--- src/rtl/rf_pkg.sv ---
package rf_pkg;
  parameter int unsigned RF_LANE_W = 8;

  // Lane i of a word occupies bits [LANE_W*i +: LANE_W].
  function automatic int unsigned lane_lsb(input int unsigned lane);
    return lane * RF_LANE_W;
  endfunction
endpackage

--- src/rtl/rf_word.sv ---
module rf_word #(
  parameter int DATA_W = 32,
  parameter int LANE_W = rf_pkg::RF_LANE_W,
  localparam int LANES = DATA_W / LANE_W
) (
  input  logic              clk,
  input  logic              rst_n,
  input  logic              sel,
  input  logic [LANES-1:0]  be,
  input  logic [DATA_W-1:0] wdata,
  output logic [DATA_W-1:0] q
);
  // Per-lane write strobes, brought out for the checks below.
  logic [LANES-1:0] lane_we;

  for (genvar l = 0; l < LANES; l++) begin : g_lane
    localparam int LSB = l * LANE_W;
    assign lane_we[l] = sel & be[l];

    always_ff @(posedge clk) begin
      if (lane_we[l]) q[LSB +: LANE_W] <= wdata[LSB +: LANE_W];
    end

    AST_LANE_LOAD: assert property (@(posedge clk) disable iff (!rst_n)
      lane_we[l] |=> (q[LSB +: LANE_W] === $past(wdata[LSB +: LANE_W])));
    AST_LANE_HOLD: assert property (@(posedge clk) disable iff (!rst_n)
      !lane_we[l] |=> (q[LSB +: LANE_W] === $past(q[LSB +: LANE_W])));
  end
endmodule

--- src/rtl/rf_rd_port.sv ---
module rf_rd_port #(
  parameter int NREGS  = 32,
  parameter int DATA_W = 32,
  localparam int ADDR_W = $clog2(NREGS)
) (
  input  logic                         clk,
  input  logic                         rst_n,
  input  logic [ADDR_W-1:0]            addr,
  input  logic [NREGS-1:0][DATA_W-1:0] words,
  output logic [DATA_W-1:0]            rdata
);
  logic [DATA_W-1:0] sel_word;
  assign sel_word = words[addr];

  // Captures the pre-edge contents: storage updates at the same edge are not seen.
  always_ff @(posedge clk) begin
    if (!rst_n) rdata <= '0;
    else        rdata <= sel_word;
  end

  AST_RD_RESET: assert property (@(posedge clk)
    !rst_n |=> (rdata == '0));
endmodule

--- src/rtl/regfile_bytewe.sv ---
module regfile_bytewe #(
  parameter int NREGS  = 32,
  parameter int DATA_W = 32,
  localparam int ADDR_W = $clog2(NREGS),
  localparam int LANES  = DATA_W / rf_pkg::RF_LANE_W
) (
  input  logic              clk,
  input  logic              rst_n,
  input  logic [ADDR_W-1:0] a_addr,
  input  logic [LANES-1:0]  a_be,
  input  logic [DATA_W-1:0] a_wdata,
  output logic [DATA_W-1:0] a_rdata,
  input  logic [ADDR_W-1:0] b_addr,
  output logic [DATA_W-1:0] b_rdata
);
  logic [NREGS-1:0][DATA_W-1:0] words;
  logic [NREGS-1:0]             wr_sel;
  logic                         wr_any;

  assign wr_any = |a_be;

  for (genvar r = 0; r < NREGS; r++) begin : g_reg
    assign wr_sel[r] = wr_any && (a_addr == ADDR_W'(r));
    rf_word #(.DATA_W(DATA_W), .LANE_W(rf_pkg::RF_LANE_W)) u_word (
      .clk(clk), .rst_n(rst_n), .sel(wr_sel[r]),
      .be(a_be), .wdata(a_wdata), .q(words[r])
    );
  end

  rf_rd_port #(.NREGS(NREGS), .DATA_W(DATA_W)) u_port_a (
    .clk(clk), .rst_n(rst_n), .addr(a_addr), .words(words), .rdata(a_rdata)
  );
  rf_rd_port #(.NREGS(NREGS), .DATA_W(DATA_W)) u_port_b (
    .clk(clk), .rst_n(rst_n), .addr(b_addr), .words(words), .rdata(b_rdata)
  );

  AST_WR_SINGLE: assert property (@(posedge clk) disable iff (!rst_n)
    $onehot0(wr_sel));
  AST_NO_WR_WHEN_MASKED: assert property (@(posedge clk) disable iff (!rst_n)
    !wr_any |-> (wr_sel == '0));
  AST_PORTS_AGREE: assert property (@(posedge clk) disable iff (!rst_n)
    (a_addr == b_addr) |=> (a_rdata === b_rdata));
endmodule

--- config.mk ---
export PLATFORM = sky130hd
export DESIGN_NAME = regfile_bytewe
export DESIGN_NICKNAME = d
export VERILOG_FILES = /design/src/rtl/rf_pkg.sv /design/src/rtl/rf_word.sv /design/src/rtl/rf_rd_port.sv /design/src/rtl/regfile_bytewe.sv
export SDC_FILE = /design/constraint.sdc
export NUM_CORES = 1
export LEC_CHECK = 0
export ABC_AREA = 1
export CORE_UTILIZATION = 40
export DETAILED_ROUTE_END_ITERATION = 8
export PLACE_DENSITY = 0.53
export SYNTH_ARGS = -nofsm -noshare
export SYNTH_HDL_FRONTEND = slang
export SYNTH_HIERARCHICAL = 1
export SYNTH_SLANG_ARGS = --single-unit
export TNS_END_PERCENT = 1
--- constraint.sdc ---
create_clock -name clk -period 2.6 [get_ports clk]
set_input_delay 0.39 -clock clk [delete_from_list [all_inputs] [get_ports clk]]
set_output_delay 0.39 -clock clk [all_outputs]
set_load 0.05 [all_outputs]
Word-level counts from Yosys, hierarchy flattened
Index checks and enable logic that the tools add are counted.
{"block": "word_totals", "regBits": 1088, "input_bits": 48, "out_inout_bits": 64, "elab_cells": 329}
{"block": "classes", "reduce_logical": 34, "muxes": 4, "n_bitwise": 128, "n_eq_ne": 31, "order_cmp": 2}
{"op": "32-bit binary-select mux with 5-bit select", "n": 2}
{"op": "1-bit AND", "n": 128}
{"op": "5-bit == test (second input constant)", "n": 16}
{"op": "32-bit two-way mux", "n": 2}
{"op": "5-bit by 4-bit == test with 1-bit output (second input constant)", "n": 8}
{"op": "1-bit logical AND", "n": 32}
{"op": "5-bit by 3-bit == test with 1-bit output (second input constant)", "n": 4}
{"op": "5-bit by 6-bit < comparator with 1-bit output (second input constant)", "n": 2}
{"op": "5-bit by 2-bit == test with 1-bit output (second input constant)", "n": 2}
{"op": "5-bit by 1-bit == test with 1-bit output (second input constant)", "n": 1}
{"op": "5-bit zero test", "n": 1}
{"op": "4-bit OR reduction", "n": 1}

Longest topological paths before layout
{"block": "depth", "ltp_word": 3, "ltp_mapped": 12, "depth_no_buf": 9}

Hierarchy
Netlist, hierarchy kept.
{"module": "rf_word", "cells_each": 40, "instances": 32, "area_each_um2": 991.0}
{"module": "rf_rd_port", "cells_each": 2490, "instances": 2, "area_each_um2": 11364.6}
{"module": "regfile_bytewe", "cells_each": 70, "instances": 1, "area_each_um2": 305.3}

Worst setup path after synthesis
Ideal clock, no wire load.
{"block": "synth_path", "kind": "input to register", "startpoint": "in a_be[3]", "endpoint": "reg g_reg[10].u_word.q[24] (enable)", "setup_slack_ns": 1.124, "t_arrival_ns": 1.152, "path_stages": 7, "path_buffers": 1, "required_time_ns": 2.276, "setup_ns": 0.324, "cell_sequence": "nor2_1 nand2_2 nand2_4 buf_6 nor2_1 nand2_1 inv_1"}
{"block": "synth_via", "elab_chain_len": 3}
{"item": "from (decl)", "line": "regfile_bytewe.sv:10", "source": "input logic [LANES-1:0] a_be,"}
{"item": "4-bit OR reduction", "line": "regfile_bytewe.sv:20", "source": "assign wr_any = |a_be;"}
{"item": "1-bit logical AND", "line": "regfile_bytewe.sv:23", "source": "assign wr_sel[r] = wr_any && (a_addr == ADDR_W'(r));"}
{"item": "via wr_sel[10]", "line": "regfile_bytewe.sv:17", "source": "logic [NREGS-1:0] wr_sel;"}
{"item": "1-bit AND", "line": "rf_word.sv:18", "source": "assign lane_we[l] = sel & be[l];"}
{"item": "via g_reg[10].u_word.lane_we[3]", "line": "rf_word.sv:14", "source": "logic [LANES-1:0] lane_we;"}
{"item": "to (signal, indexed assignment)", "line": "rf_word.sv:21", "source": "if (lane_we[l]) q[LSB +: LANE_W] <= wdata[LSB +: LANE_W];"}
{"item": "to (decl)", "line": "rf_word.sv:11", "source": "output logic [DATA_W-1:0] q"}
The timed path passes the listed nets, and every way through them passes these cells.
A chain may end at the register's enable or synchronous reset.

Final worst setup path
{"block": "layout_path", "startpoint": "reg u_port_a.rdata[31]", "endpoint": "out a_rdata[31]"}
{"item": "from (decl)", "line": "rf_rd_port.sv:10", "source": "output logic [DATA_W-1:0] rdata"}
{"item": "from (signal assigned)", "line": "rf_rd_port.sv:18", "source": "else rdata <= sel_word;"}
{"item": "to (decl)", "line": "regfile_bytewe.sv:12", "source": "output logic [DATA_W-1:0] a_rdata,"}
No word-level cell between the ends.

==> metrics.cfg <==
[clock_network]
cts_buffer_depth=3
root_buffer=clkbuf_16
holdBufCountCts=0
postCtsSetupBuffers=0
htreeDepth=3
cts.clk_slew.worst_paths_ps=70
cts_tree=done
numCtsBuffers=117
clock-sinks=1088
clk-insertion-delay-late_ps=770

[worst_setup_path]
cp_max_fo=1
path_class=register to primary output
cp_data_arrival_time_ps=2170
critPathCaptureType=primary output
start_kind=register
path_cells=clkdlybuf4s50_1
cp_num_buf_inv=1
cp_top_family=buffers and inverters
slowest_stage=clkdlybuf4s50_1
worst_path_largest_cell_delay_ps=880
cp_data_required_time_ps=2210

[synthesis]
yosysWarnings=6
ys_seq_area_share_pct=58.5
netlist_area_mm2=0.0547
synth_edf_count=1024
synth-seq-cells=1088
synth_cells=6330
syn_nets=6378
yosysTopAreaCell=edfxtp_1
synthFlopType=edfxtp_1
synthArstFlopShare_pct=0
synth_area_leaders=edfxtp_1 (56%), nand2_1 (18%), nand3_1 (13%)
synth.avg_cell_area_um2=8.65
synth_top_area_share_pct=56.2
synth_cell_types=19

[place]
place_area_mm2=0.0604
port_buffers=111
dp_hpwl_um=124000
place_inst=8129
place.gp.congestion=0.900

[global_routing]
antenna_found_initial=3
track_usage_pct=28.5
gr-total-overflow=0
grt_max_degree=105
grt_pass1_vias=44500
grt_pass1_wl_um=293000

[sta]
setup_viol=0
maxSlewHeadroom_pct=55.8
clock-skew-final_ps=38.4
period_needed_ps=2560
finalCritPeriodShare_pct=98.4
worst_pin_slew_ps=662
hold_violations=0
rsz0062_at_grt=no
drv_slew=0
fmax_ghz=0.391

[job]
drv_cap=0

[power]
p_per_area_mw_per_mm2=642
clkPwrFrac_pct=40.4
p_leak_nw=26.0
comb_power_share_pct=12.1
p_int_w=0.0303
vdd_drop_max_uv=514
switching_share_pct=26.5
seqPwrFrac_pct=47.5
p_switching_w=0.0109

[floorplanning]
die_width_um=372
num_io_pins=112
die_area_mm2=0.138
rows=135
initial_utilization_pct=40.4
core_region_area_mm2=0.136
die_y_um=372

[route]
drc=14
routed_via_density=5.65
wirelength_um=200000
vias=47200
wire_per_inst_um=24.0
drt_iter0_markers=6596
postRouteAntennaNets=0
dr.pass1.iters=9

[layout]
final_common_cell=nand2_1
drive_above_1_share_pct=8.48
mostFrequentLayoutCells=nand2_1 (2,650), nand3_1 (1,376), edfxtp_1 (1,024), nor2_1 (444), buf_12 (188)
final_util_pct=47.3
area_growth_pct=17.3
fin_nets=6515
fillers=12700
antenna_cells=0
design_area_mm2=0.0642
stdcell_count=8350

[outcome]
status=finished with violations
violations=design-rule violations

[hold_path]
hold_path.class=primary input to register

-- cells in the mapped netlist, types with 4 or more instances --
library cell,count
buf_6,64
nand3_1,1376
nand2_1,2650
dfxtp_1,64
clkbuf_1,70
buf_4,88
buf_2,194
nor2_1,444
buf_1,28
nor2_2,4
o21ai_0,62
inv_2,6
o21ai_1,106
edfxtp_1,1024
a21oi_1,8
inv_1,137
-- per-stage QoR --
stage	TNS (ps)	hold slack (ps)	setup WS, ps	power (W)
floorplan	0	489	1120	0.0227
global placement	-162	752	-20.4	0.0249
detailed placement	-280	742	-35.1	0.0249
CTS	0	123	20.0	0.0414
global route	0	171	17.8	0.0424
finish	0	169	41.0	0.0412
-- registers in the layout (all words and copies together), names as in the netlist --
signal / count
u_port_b/rdata: 32
g.u_word/q: 1024
u_port_a/rdata: 32
-- worst min-delay path, stage by stage --
cell and delay, ps:
buf_2 110, buf_12 180, nand2_1 120, nor2_1 40
-- area by class of cell --
class                      count  area [um2]  share of cell area [%]
clock buffer                 144        3120                    4.86
clock inverter                77         672                    1.05
inverter                     145         627                   0.976
multi-input combinational   4653       19400                    30.3
sequential                  1088       32000                    49.9
tap                         1781        2230                    3.47
timing repair buffer         462        6100                    9.50
-- kinds of logic (layout without fill, tap and decap cells) --
kind of cell,after synthesis,after routing,share of synthesized area [%]
compound gates,176,176,1.61
simple gates,4477,4477,33.9
buf+inv,589,828,5.99
flops,1088,1088,58.5
-- routing by layer --
layer,share of wire [%],GRT usage [%],vias to the layer above
li1,-,-,21500
met4,3.7,10.4,0
met5,0,0,-
met2,46,45.6,2629
met1,41,39.3,22700
met3,8.8,4.27,383
-- path summary, 6_finish.rpt --
kind,cells after the start,start,slack (ps),end
setup reg to reg,8,g_reg[17].u_word/q[29],1110,u_port_a/rdata[29]
hold / removal,4,rst_n,170,u_port_a/rdata[16]
hold reg to reg,6,g_reg[11].u_word/q[8],760,u_port_a/rdata[8]
setup / recovery,1,u_port_a/rdata[31],40,a_rdata[31]
-- power groups by stage --
| stage | clock, W | sequential (W) | combinational, W |
|---|---|---|---|
| final | 0.0167 | 0.0196 | 0.00500 |
| after global routing | 0.0175 | 0.0196 | 0.00534 |
| after CTS | 0.0169 | 0.0196 | 0.00493 |
| after detailed placement | 0 | 0.0200 | 0.00492 |
| after global placement | 0 | 0.0200 | 0.00491 |
| after floorplan | 0 | 0.0202 | 0.00253 |
-- what timing repair did --
| item | 4_1_cts | 5_1_grt |
|---|---|---|
| hold endpoints to repair | 0 | 0 |
| gates resized for setup | 2 | 0 |
| endpoints found under the setup margin | 2 | 0 |
(Power assumes the default switching activity.)
